<file path="src/rtl/qspi_pkg.sv">
package qspi_pkg;
  localparam int ADDR_W = 9;
  localparam int WORD_W = ADDR_W - 2;
  typedef logic [WORD_W-1:0] word_t;

  localparam word_t W_DIVLO = 7'd0;
  localparam word_t W_DIVHI = 7'd1;
  localparam word_t W_NEWQ  = 7'd4;
  localparam word_t W_ENDQ  = 7'd5;
  localparam word_t W_CTRL  = 7'd6;
  localparam word_t W_STAT  = 7'd8;
  localparam word_t W_TX    = 7'd16;
  localparam word_t W_RX    = 7'd48;
  localparam word_t W_CMD   = 7'd80;
  localparam word_t W_LOCK  = 7'd96;

  typedef enum logic [2:0] {ST_IDLE, ST_LOAD, ST_KICK, ST_RUN, ST_FIN} eng_state_t;
endpackage

</file>
<file path="src/rtl/qspi_ram.sv">
module qspi_ram #(
  parameter int AW = 5,
  parameter int DW = 8
) (
  input  logic          clk,
  input  logic          we,
  input  logic [AW-1:0] waddr,
  input  logic [DW-1:0] wdata,
  input  logic [AW-1:0] raddr,
  output logic [DW-1:0] rdata
);
  localparam int DEPTH = 2 ** AW;
  logic [DW-1:0] mem [DEPTH];

  always_ff @(posedge clk) begin
    if (we) mem[waddr] <= wdata;
    rdata <= mem[raddr];
  end
endmodule

</file>
<file path="src/rtl/qspi_clkdiv.sv">
module qspi_clkdiv #(
  parameter int DIV_W   = 8,
  parameter int MIN_DIV = 8
) (
  input  logic             clk,
  input  logic             rst,
  input  logic             run,
  input  logic [DIV_W-1:0] div,
  output logic             tick
);
  localparam logic [DIV_W-1:0] MIN_V = DIV_W'(MIN_DIV);
  logic [DIV_W-1:0] eff, cnt;

  assign eff = (div < MIN_V) ? MIN_V : div;

  always_ff @(posedge clk) begin
    if (rst || !run) begin
      cnt  <= '0;
      tick <= 1'b0;
    end else if (cnt == eff - DIV_W'(1)) begin
      cnt  <= '0;
      tick <= 1'b1;
    end else begin
      cnt  <= cnt + DIV_W'(1);
      tick <= 1'b0;
    end
  end

  // with a floor of 8 ticks can never be adjacent
  a_r7_tick_spacing: assert property (@(posedge clk) disable iff (rst)
    tick |=> !tick);
endmodule

</file>
<file path="src/rtl/qspi_shifter.sv">
module qspi_shifter #(
  parameter int BITS = 8
) (
  input  logic            clk,
  input  logic            rst,
  input  logic            start,
  input  logic [BITS-1:0] din,
  input  logic            tick,
  input  logic            miso,
  output logic            sck,
  output logic            mosi,
  output logic            busy,
  output logic            done,
  output logic [BITS-1:0] dout
);
  localparam int STEPS = 2 * BITS;
  localparam int CW    = $clog2(STEPS + 1);
  logic [CW-1:0]   step;
  logic [BITS-1:0] sreg;

  assign dout = sreg;

  always_ff @(posedge clk) begin
    done <= 1'b0;
    if (rst) begin
      step <= '0;
      sreg <= '0;
      sck  <= 1'b1;
      mosi <= 1'b1;
      busy <= 1'b0;
    end else if (start && !busy) begin
      sreg <= din;
      step <= '0;
      busy <= 1'b1;
    end else if (busy && tick) begin
      if (step == CW'(STEPS)) begin
        busy <= 1'b0;
        done <= 1'b1;
      end else if (!step[0]) begin
        sck  <= 1'b0;
        mosi <= sreg[BITS-1];
      end else begin
        sck  <= 1'b1;
        sreg <= {sreg[BITS-2:0], miso};
      end
      step <= step + CW'(1);
    end
  end

  // SCK rests high between bytes (mode 3)
  a_r2_sck_idle_high: assert property (@(posedge clk) disable iff (rst)
    !busy |-> sck);
endmodule

</file>
<file path="src/rtl/qspi_master.sv">
module qspi_master
  import qspi_pkg::*;
#(
  parameter int SLOTS   = 16,
  parameter int DIV_W   = 8,
  parameter int MIN_DIV = 8
) (
  input  logic        clk,
  input  logic        rst,
  input  logic [8:0]  bus_addr,
  input  logic        bus_wr,
  input  logic        bus_rd,
  input  logic [31:0] bus_wdata,
  output logic [31:0] bus_rdata,
  output logic        spi_sck,
  output logic        spi_cs_n,
  output logic        spi_mosi,
  input  logic        spi_miso,
  output logic        irq
);
  localparam int SW = $clog2(SLOTS);
  localparam int RW = SW + 1;

  word_t word, off_tx, off_rx, off_cmd;
  logic  hit_tx, hit_rx, hit_cmd;
  assign word    = bus_addr[ADDR_W-1:2];
  assign hit_tx  = (word >= W_TX)  && (word < W_RX);
  assign hit_rx  = (word >= W_RX)  && (word < W_CMD);
  assign hit_cmd = (word >= W_CMD) && (word < W_LOCK);
  assign off_tx  = word - W_TX;
  assign off_rx  = word - W_RX;
  assign off_cmd = word - W_CMD;

  logic [DIV_W-1:0] div_lo;
  logic [7:0]       div_hi;
  logic [SW-1:0]    newq, endq, slot;
  logic             cont, spe, ie, done_q, lock;
  eng_state_t       state;
  logic             cs_on, cmd_hold;

  logic [7:0] tx_q, cmd_q, rx_q, sh_dout;
  logic       sh_start, sh_busy, sh_done, tick, end_evt, rx_we;

  assign sh_start = (state == ST_KICK);
  assign end_evt  = (state == ST_RUN) && sh_done && (slot == endq);
  assign rx_we    = (state == ST_RUN) && sh_done;

  qspi_ram #(.AW(RW), .DW(8)) u_txram (
    .clk(clk), .we(bus_wr && hit_tx), .waddr(off_tx[RW-1:0]),
    .wdata(bus_wdata[7:0]), .raddr({slot, 1'b0}), .rdata(tx_q));

  qspi_ram #(.AW(SW), .DW(8)) u_cmdram (
    .clk(clk), .we(bus_wr && hit_cmd), .waddr(off_cmd[SW-1:0]),
    .wdata(bus_wdata[7:0]), .raddr(slot), .rdata(cmd_q));

  qspi_ram #(.AW(RW), .DW(8)) u_rxram (
    .clk(clk), .we(rx_we), .waddr({slot, 1'b1}),
    .wdata(sh_dout), .raddr(off_rx[RW-1:0]), .rdata(rx_q));

  qspi_clkdiv #(.DIV_W(DIV_W), .MIN_DIV(MIN_DIV)) u_div (
    .clk(clk), .rst(rst), .run(sh_busy), .div(div_lo), .tick(tick));

  qspi_shifter #(.BITS(8)) u_shift (
    .clk(clk), .rst(rst), .start(sh_start), .din(tx_q), .tick(tick),
    .miso(spi_miso), .sck(spi_sck), .mosi(spi_mosi), .busy(sh_busy),
    .done(sh_done), .dout(sh_dout));

  // register file
  always_ff @(posedge clk) begin
    if (rst) begin
      div_lo <= '0;
      div_hi <= '0;
      newq   <= '0;
      endq   <= '0;
      cont   <= 1'b0;
      spe    <= 1'b0;
      ie     <= 1'b0;
      lock   <= 1'b0;
      done_q <= 1'b0;
      irq    <= 1'b0;
    end else begin
      if (bus_wr) begin
        case (word)
          W_DIVLO: div_lo <= bus_wdata[DIV_W-1:0];
          W_DIVHI: div_hi <= bus_wdata[7:0];
          W_NEWQ:  newq   <= bus_wdata[SW-1:0];
          W_ENDQ:  endq   <= bus_wdata[SW-1:0];
          W_CTRL:  {cont, spe, ie} <= bus_wdata[7:5];
          W_STAT:  if (!bus_wdata[0]) done_q <= 1'b0;
          W_LOCK:  lock   <= bus_wdata[0];
          default: ;
        endcase
      end
      if (end_evt) done_q <= 1'b1;
      irq <= done_q && ie;
    end
  end

  // queue engine
  always_ff @(posedge clk) begin
    if (rst) begin
      state    <= ST_IDLE;
      slot     <= '0;
      cs_on    <= 1'b0;
      cmd_hold <= 1'b0;
    end else begin
      case (state)
        ST_IDLE: begin
          if (!(lock || cont)) cs_on <= 1'b0;
          if (spe) begin
            slot  <= newq;
            state <= ST_LOAD;
          end
        end
        ST_LOAD: state <= ST_KICK;
        ST_KICK: begin
          cs_on    <= 1'b1;
          cmd_hold <= cmd_q[7];
          state    <= ST_RUN;
        end
        ST_RUN: begin
          if (sh_done) begin
            if (slot == endq) begin
              cs_on <= cmd_hold && (cont || lock);
              state <= ST_FIN;
            end else begin
              cs_on <= cmd_hold;
              slot  <= slot + SW'(1);
              state <= ST_LOAD;
            end
          end
        end
        ST_FIN:  if (!spe) state <= ST_IDLE;
        default: state <= ST_IDLE;
      endcase
    end
  end

  assign spi_cs_n = !cs_on;

  // read path: one cycle latency
  logic        rd_rx;
  logic [31:0] rd_val;
  always_ff @(posedge clk) begin
    if (rst) begin
      rd_rx  <= 1'b0;
      rd_val <= '0;
    end else begin
      rd_rx  <= bus_rd && hit_rx;
      rd_val <= '0;
      if (bus_rd) begin
        case (word)
          W_DIVLO: rd_val <= 32'(div_lo);
          W_DIVHI: rd_val <= 32'(div_hi);
          W_NEWQ:  rd_val <= 32'(newq);
          W_ENDQ:  rd_val <= 32'(endq);
          W_CTRL:  rd_val <= {24'd0, cont, spe, ie, 5'd0};
          W_STAT:  rd_val <= {31'd0, done_q};
          W_LOCK:  rd_val <= {31'd0, lock};
          default: rd_val <= '0;
        endcase
      end
    end
  end
  assign bus_rdata = rd_rx ? {24'd0, rx_q} : rd_val;

  logic unused_bits;
  assign unused_bits = ^{bus_addr[1:0], bus_wdata[31:8], off_tx, off_rx, off_cmd};

  // bits only shift while chip select is asserted
  a_r4_cs_during_shift: assert property (@(posedge clk) disable iff (rst)
    sh_busy |-> !spi_cs_n);
  // done rises only right after the end slot finishes
  a_r5_done_at_end: assert property (@(posedge clk) disable iff (rst)
    $rose(done_q) |-> $past((state == ST_RUN) && sh_done && (slot == endq)));
  // a zero written to status bit 0 clears done
  a_r6_status_clear: assert property (@(posedge clk) disable iff (rst)
    (bus_wr && (word == W_STAT) && !bus_wdata[0] && !end_evt) |=> !done_q);
  // a run leaves idle only with enable set
  a_r8_start_needs_enable: assert property (@(posedge clk) disable iff (rst)
    $fell(state == ST_IDLE) |-> $past(spe));
endmodule

</file>
<file path="config.mk">
export PLATFORM = sky130hd
export DESIGN_NAME = qspi_master
export DESIGN_NICKNAME = d
export VERILOG_FILES = /design/src/rtl/qspi_pkg.sv /design/src/rtl/qspi_ram.sv /design/src/rtl/qspi_clkdiv.sv /design/src/rtl/qspi_shifter.sv /design/src/rtl/qspi_master.sv
export SDC_FILE = /design/constraint.sdc
export NUM_CORES = 1
export LEC_CHECK = 0
export BUFFER_PORTS_ARGS = -buffer_cell sky130_fd_sc_hd__buf_2
export CAP_MARGIN = 20
export CORE_MARGIN = 4
export CORE_UTILIZATION = 37
export CTS_CLUSTER_DIAMETER = 50
export CTS_CLUSTER_SIZE = 10
export DETAILED_ROUTE_END_ITERATION = 8
export GPL_ROUTABILITY_DRIVEN = 0
export SETUP_SLACK_MARGIN = 0.05
export SYNTH_ARGS = -nofsm -noshare
export SYNTH_HDL_FRONTEND = slang
export SYNTH_SLANG_ARGS = --single-unit
export TNS_END_PERCENT = 30
</file>
<file path="constraint.sdc">
create_clock -name clk -period 3.2 [get_ports clk]
set_input_delay 0.48 -clock clk [delete_from_list [all_inputs] [get_ports clk]]
set_output_delay 0.48 -clock clk [all_outputs]
set_load 0.02 [all_outputs]
</file>
==> results.cfg <==
[clock_tree]
clock_sink_count = 363
worstSkewPairLatency_ns = 0.55
cts_tree = yes
clk_pin_slew_ns = 0.05
post_cts_buffers = 0
numCtsBuffers = 42
clockBufferDepth = 3
h-tree-depth = 2
hold_buffers = 0
cts_root_buf = clkbuf_16
cts_resized = 0

[grt]
grt_antenna_before_repair = 3
grt_pass1_vias = 8480
grt_pass1_wl_mm = 53.1
overflow = 0
grt_max_degree = 50
track_usage = 0.158

[timing]
finClkSkew_ns = 0.0169
hold_viol_final = 0
tns_ns = 0
worst_slew_pin_slew_ns = 1.07
finalMaxSlewViolations = 0
relSlewSlack = 0.287
finalCriticalPeriod_ns = 2.79
setup_viol = 0
fin_crit_sh = 0.872
max_freq_mhz = 358
rsz0062_at_grt = false

[final_layout]
drive_gt1_frac = 0.197
diodes = 0
nets = 1122
syn2layout_area_growth_pct = 14.1
final_cell_mix = edfxtp_1 (272), dfxtp_1 (90), nand2_1 (87)
final_area_mm2 = 0.0169
layout_commonest_cell = edfxtp_1

[power]
powerDensity_mw_per_mm2 = 578
combPwrFrac = 0.032
p_sw_mw = 2.06
finalPower_mw = 9.74
ir_worst_vdd_mv = 0.332
p_leak_nw = 5.48
seqPwrFrac = 0.531
pwr-share-clk = 0.437
internal-power_mw = 7.68
p_sw_frac = 0.212

[logic_synthesis]
ys_types = 65
syn_area_mm2 = 0.0148
synth_top_flop_cell = edfxtp_1
seq_area_frac_synth = 0.676
synth_edf_count = 272
synthCells = 997
yosys.area.top_type = edfxtp_1
synthTopCellsByArea = edfxtp_1 (55%), dfxtp_1 (12%), mux4_2 (9.0%), mux2i_1 (3.0%), nand2_1 (2.2%)
ys_seq_elements = 363
synth_area_per_cell_um2 = 14.8
yosysWarningCount = 0
async_reset_ff_frac = 0
yosysTopAreaCellShare = 0.552

[drt]
num_vias = 8571
avgRoutedWirePerCell_um = 21.5
ant_nets = 0
wirelength_mm = 34.9
initialDrtViolationCount = 811
drc = 0
dr.pass1.iters = 5
viasPerCell = 5.28

[die]
design.die.area_mm2 = 0.0432
core-area_mm2 = 0.0391
die_y_um = 208
die_x_um = 208
start_util = 0.378
ios = 82
num_rows = 72

[setup_path]
worstPathRequired_ns = 3.59
worstPathCellList = nor4_1, or2b_1, nand2_1, ha_1, nor3b_1, o221ai_1, a311o_1, a311oi_4, a211oi_1
crit_path_end_kind = flop
critical_path_class = flop to flop
cpMaxStageDelayCell = a311oi_4
crit_fanout = 9
cp_top_family = compound AO/OA/AOI/OAI gates
critPathMaxStageDelay_ns = 0.42
worstPathArrival_ns = 3.19
r2r_slack_ns = 0.41
crit_buf_inv = 0
start_kind = flop

[run_status]
status = finished, final reports clean

[place]
placed_cell_area_mm2 = 0.0157
place.port_buffers = 31
hpwl_mm = 22.6

[flow_run]
cap_violations = 0

[worst_hold_path]
hold_path_class = input port to flop
-- sequential cells by signal (all words and copies together) (netlist names), 3 cells and up --
name           cells
u_div.cnt          8
endq               4
u_shift.dout       8
u_txram.rdata      8
state              3
u_rxram.mem      128
u_cmdram.mem      16
u_rxram.rdata      8
u_txram.mem      128
div_hi             8
slot               4
rd_val             8
div_lo             8
u_shift.step       5
newq               4
-- worst paths after layout --
check | start | cells past startpoint | end
max | div_lo[4]$_SDFFE_PP0P_ | 9 | u_div.cnt[0]$_SDFF_PP0_
min | bus_rd | 2 | rd_rx$_SDFF_PP0_
max reg2reg | div_lo[4]$_SDFFE_PP0P_ | 9 | u_div.cnt[0]$_SDFF_PP0_
min reg2reg | div_hi[1]$_SDFFE_PP0P_ | 2 | div_hi[1]$_SDFFE_PP0P_
-- metal layers --
layer | vias to the layer above | GRT usage | wire (um)
li1 | 3936 | - | -
met1 | 4308 | 0.231 | 15800
met2 | 273 | 0.249 | 16400
met3 | 52 | 0.0294 | 2100
met4 | 2 | 0.0383 | 656
met5 | - | 0 | 13
-- worst reg2reg max path, delay by kind of cell, from the launching register on --
kind	cells	cell delay [ns]
compound gates	4	1.09
simple gates	4	0.94
flops	1	0.39
fa+ha+maj	1	0.22
-- cells by family (layout without fill, tap and decap cells) --
family                   after synthesis  count (layout)  share of synthesized area
adder cells (fa/ha/maj)                5               5                    0.00423
AO/OA/AOI/OAI                        122             122                     0.0565
other                                  1              24                   0.000254
flip-flops                           363             363                      0.676
buffers and inverters                 87             171                     0.0314
AND/OR/NAND/NOR                      285             285                     0.0922
XOR/XNOR                              20              20                     0.0118
multiplexers                         114             114                      0.128
-- cell usage after synthesis, types with 14 or more instances --
cell type / instances
mux4_2: 59
clkbuf_1: 29
nand2b_1: 14
edfxtp_1: 272
a21oi_1: 46
nor3_1: 19
nor2_1: 75
mux2i_1: 45
dfxtp_1: 91
o22ai_1: 17
nand2_1: 87
a211oi_1: 20
nand3_1: 40
buf_4: 25
buf_2: 16
-- layout make-up --
| class | instances | area (um2) |
|---|---|---|
| Tap cell | 518 | 648 |
| Multi-Input combinational cell | 570 | 4420 |
| Inverter | 6 | 22.5 |
| Clock inverter | 4 | 38.8 |
| Clock buffer | 73 | 1170 |
| Fill cell | 3574 | 22200 |
| Timing Repair Buffer | 88 | 583 |
| Sequential cell | 363 | 9990 |
-- through the flow --
step,instances,hold WS [ns],util,setup WS (ns)
final,1622,0.310,0.431,0.409
after global routing,1622,0.302,0.431,0.129
after CTS,1622,0.276,0.431,0.404
after detailed placement,1545,0.449,0.401,0.431
after global placement,1545,0.444,0.401,0.468
after floorplan,1020,0.417,-,0.512
-- power groups by stage --
| stage | Sequential (mW) | Combinational [mW] | Clock (mW) |
|---|---|---|---|
| after CTS | 5.17 | 0.315 | 4.35 |
| after floorplan | 5.24 | 0.222 | 0 |
| after detailed placement | 5.27 | 0.314 | 0 |
| final | 5.17 | 0.312 | 4.26 |
| after global placement | 5.27 | 0.312 | 0 |
| after global routing | 5.18 | 0.337 | 4.55 |
Note: power is estimated with default switching activity, not from simulation.
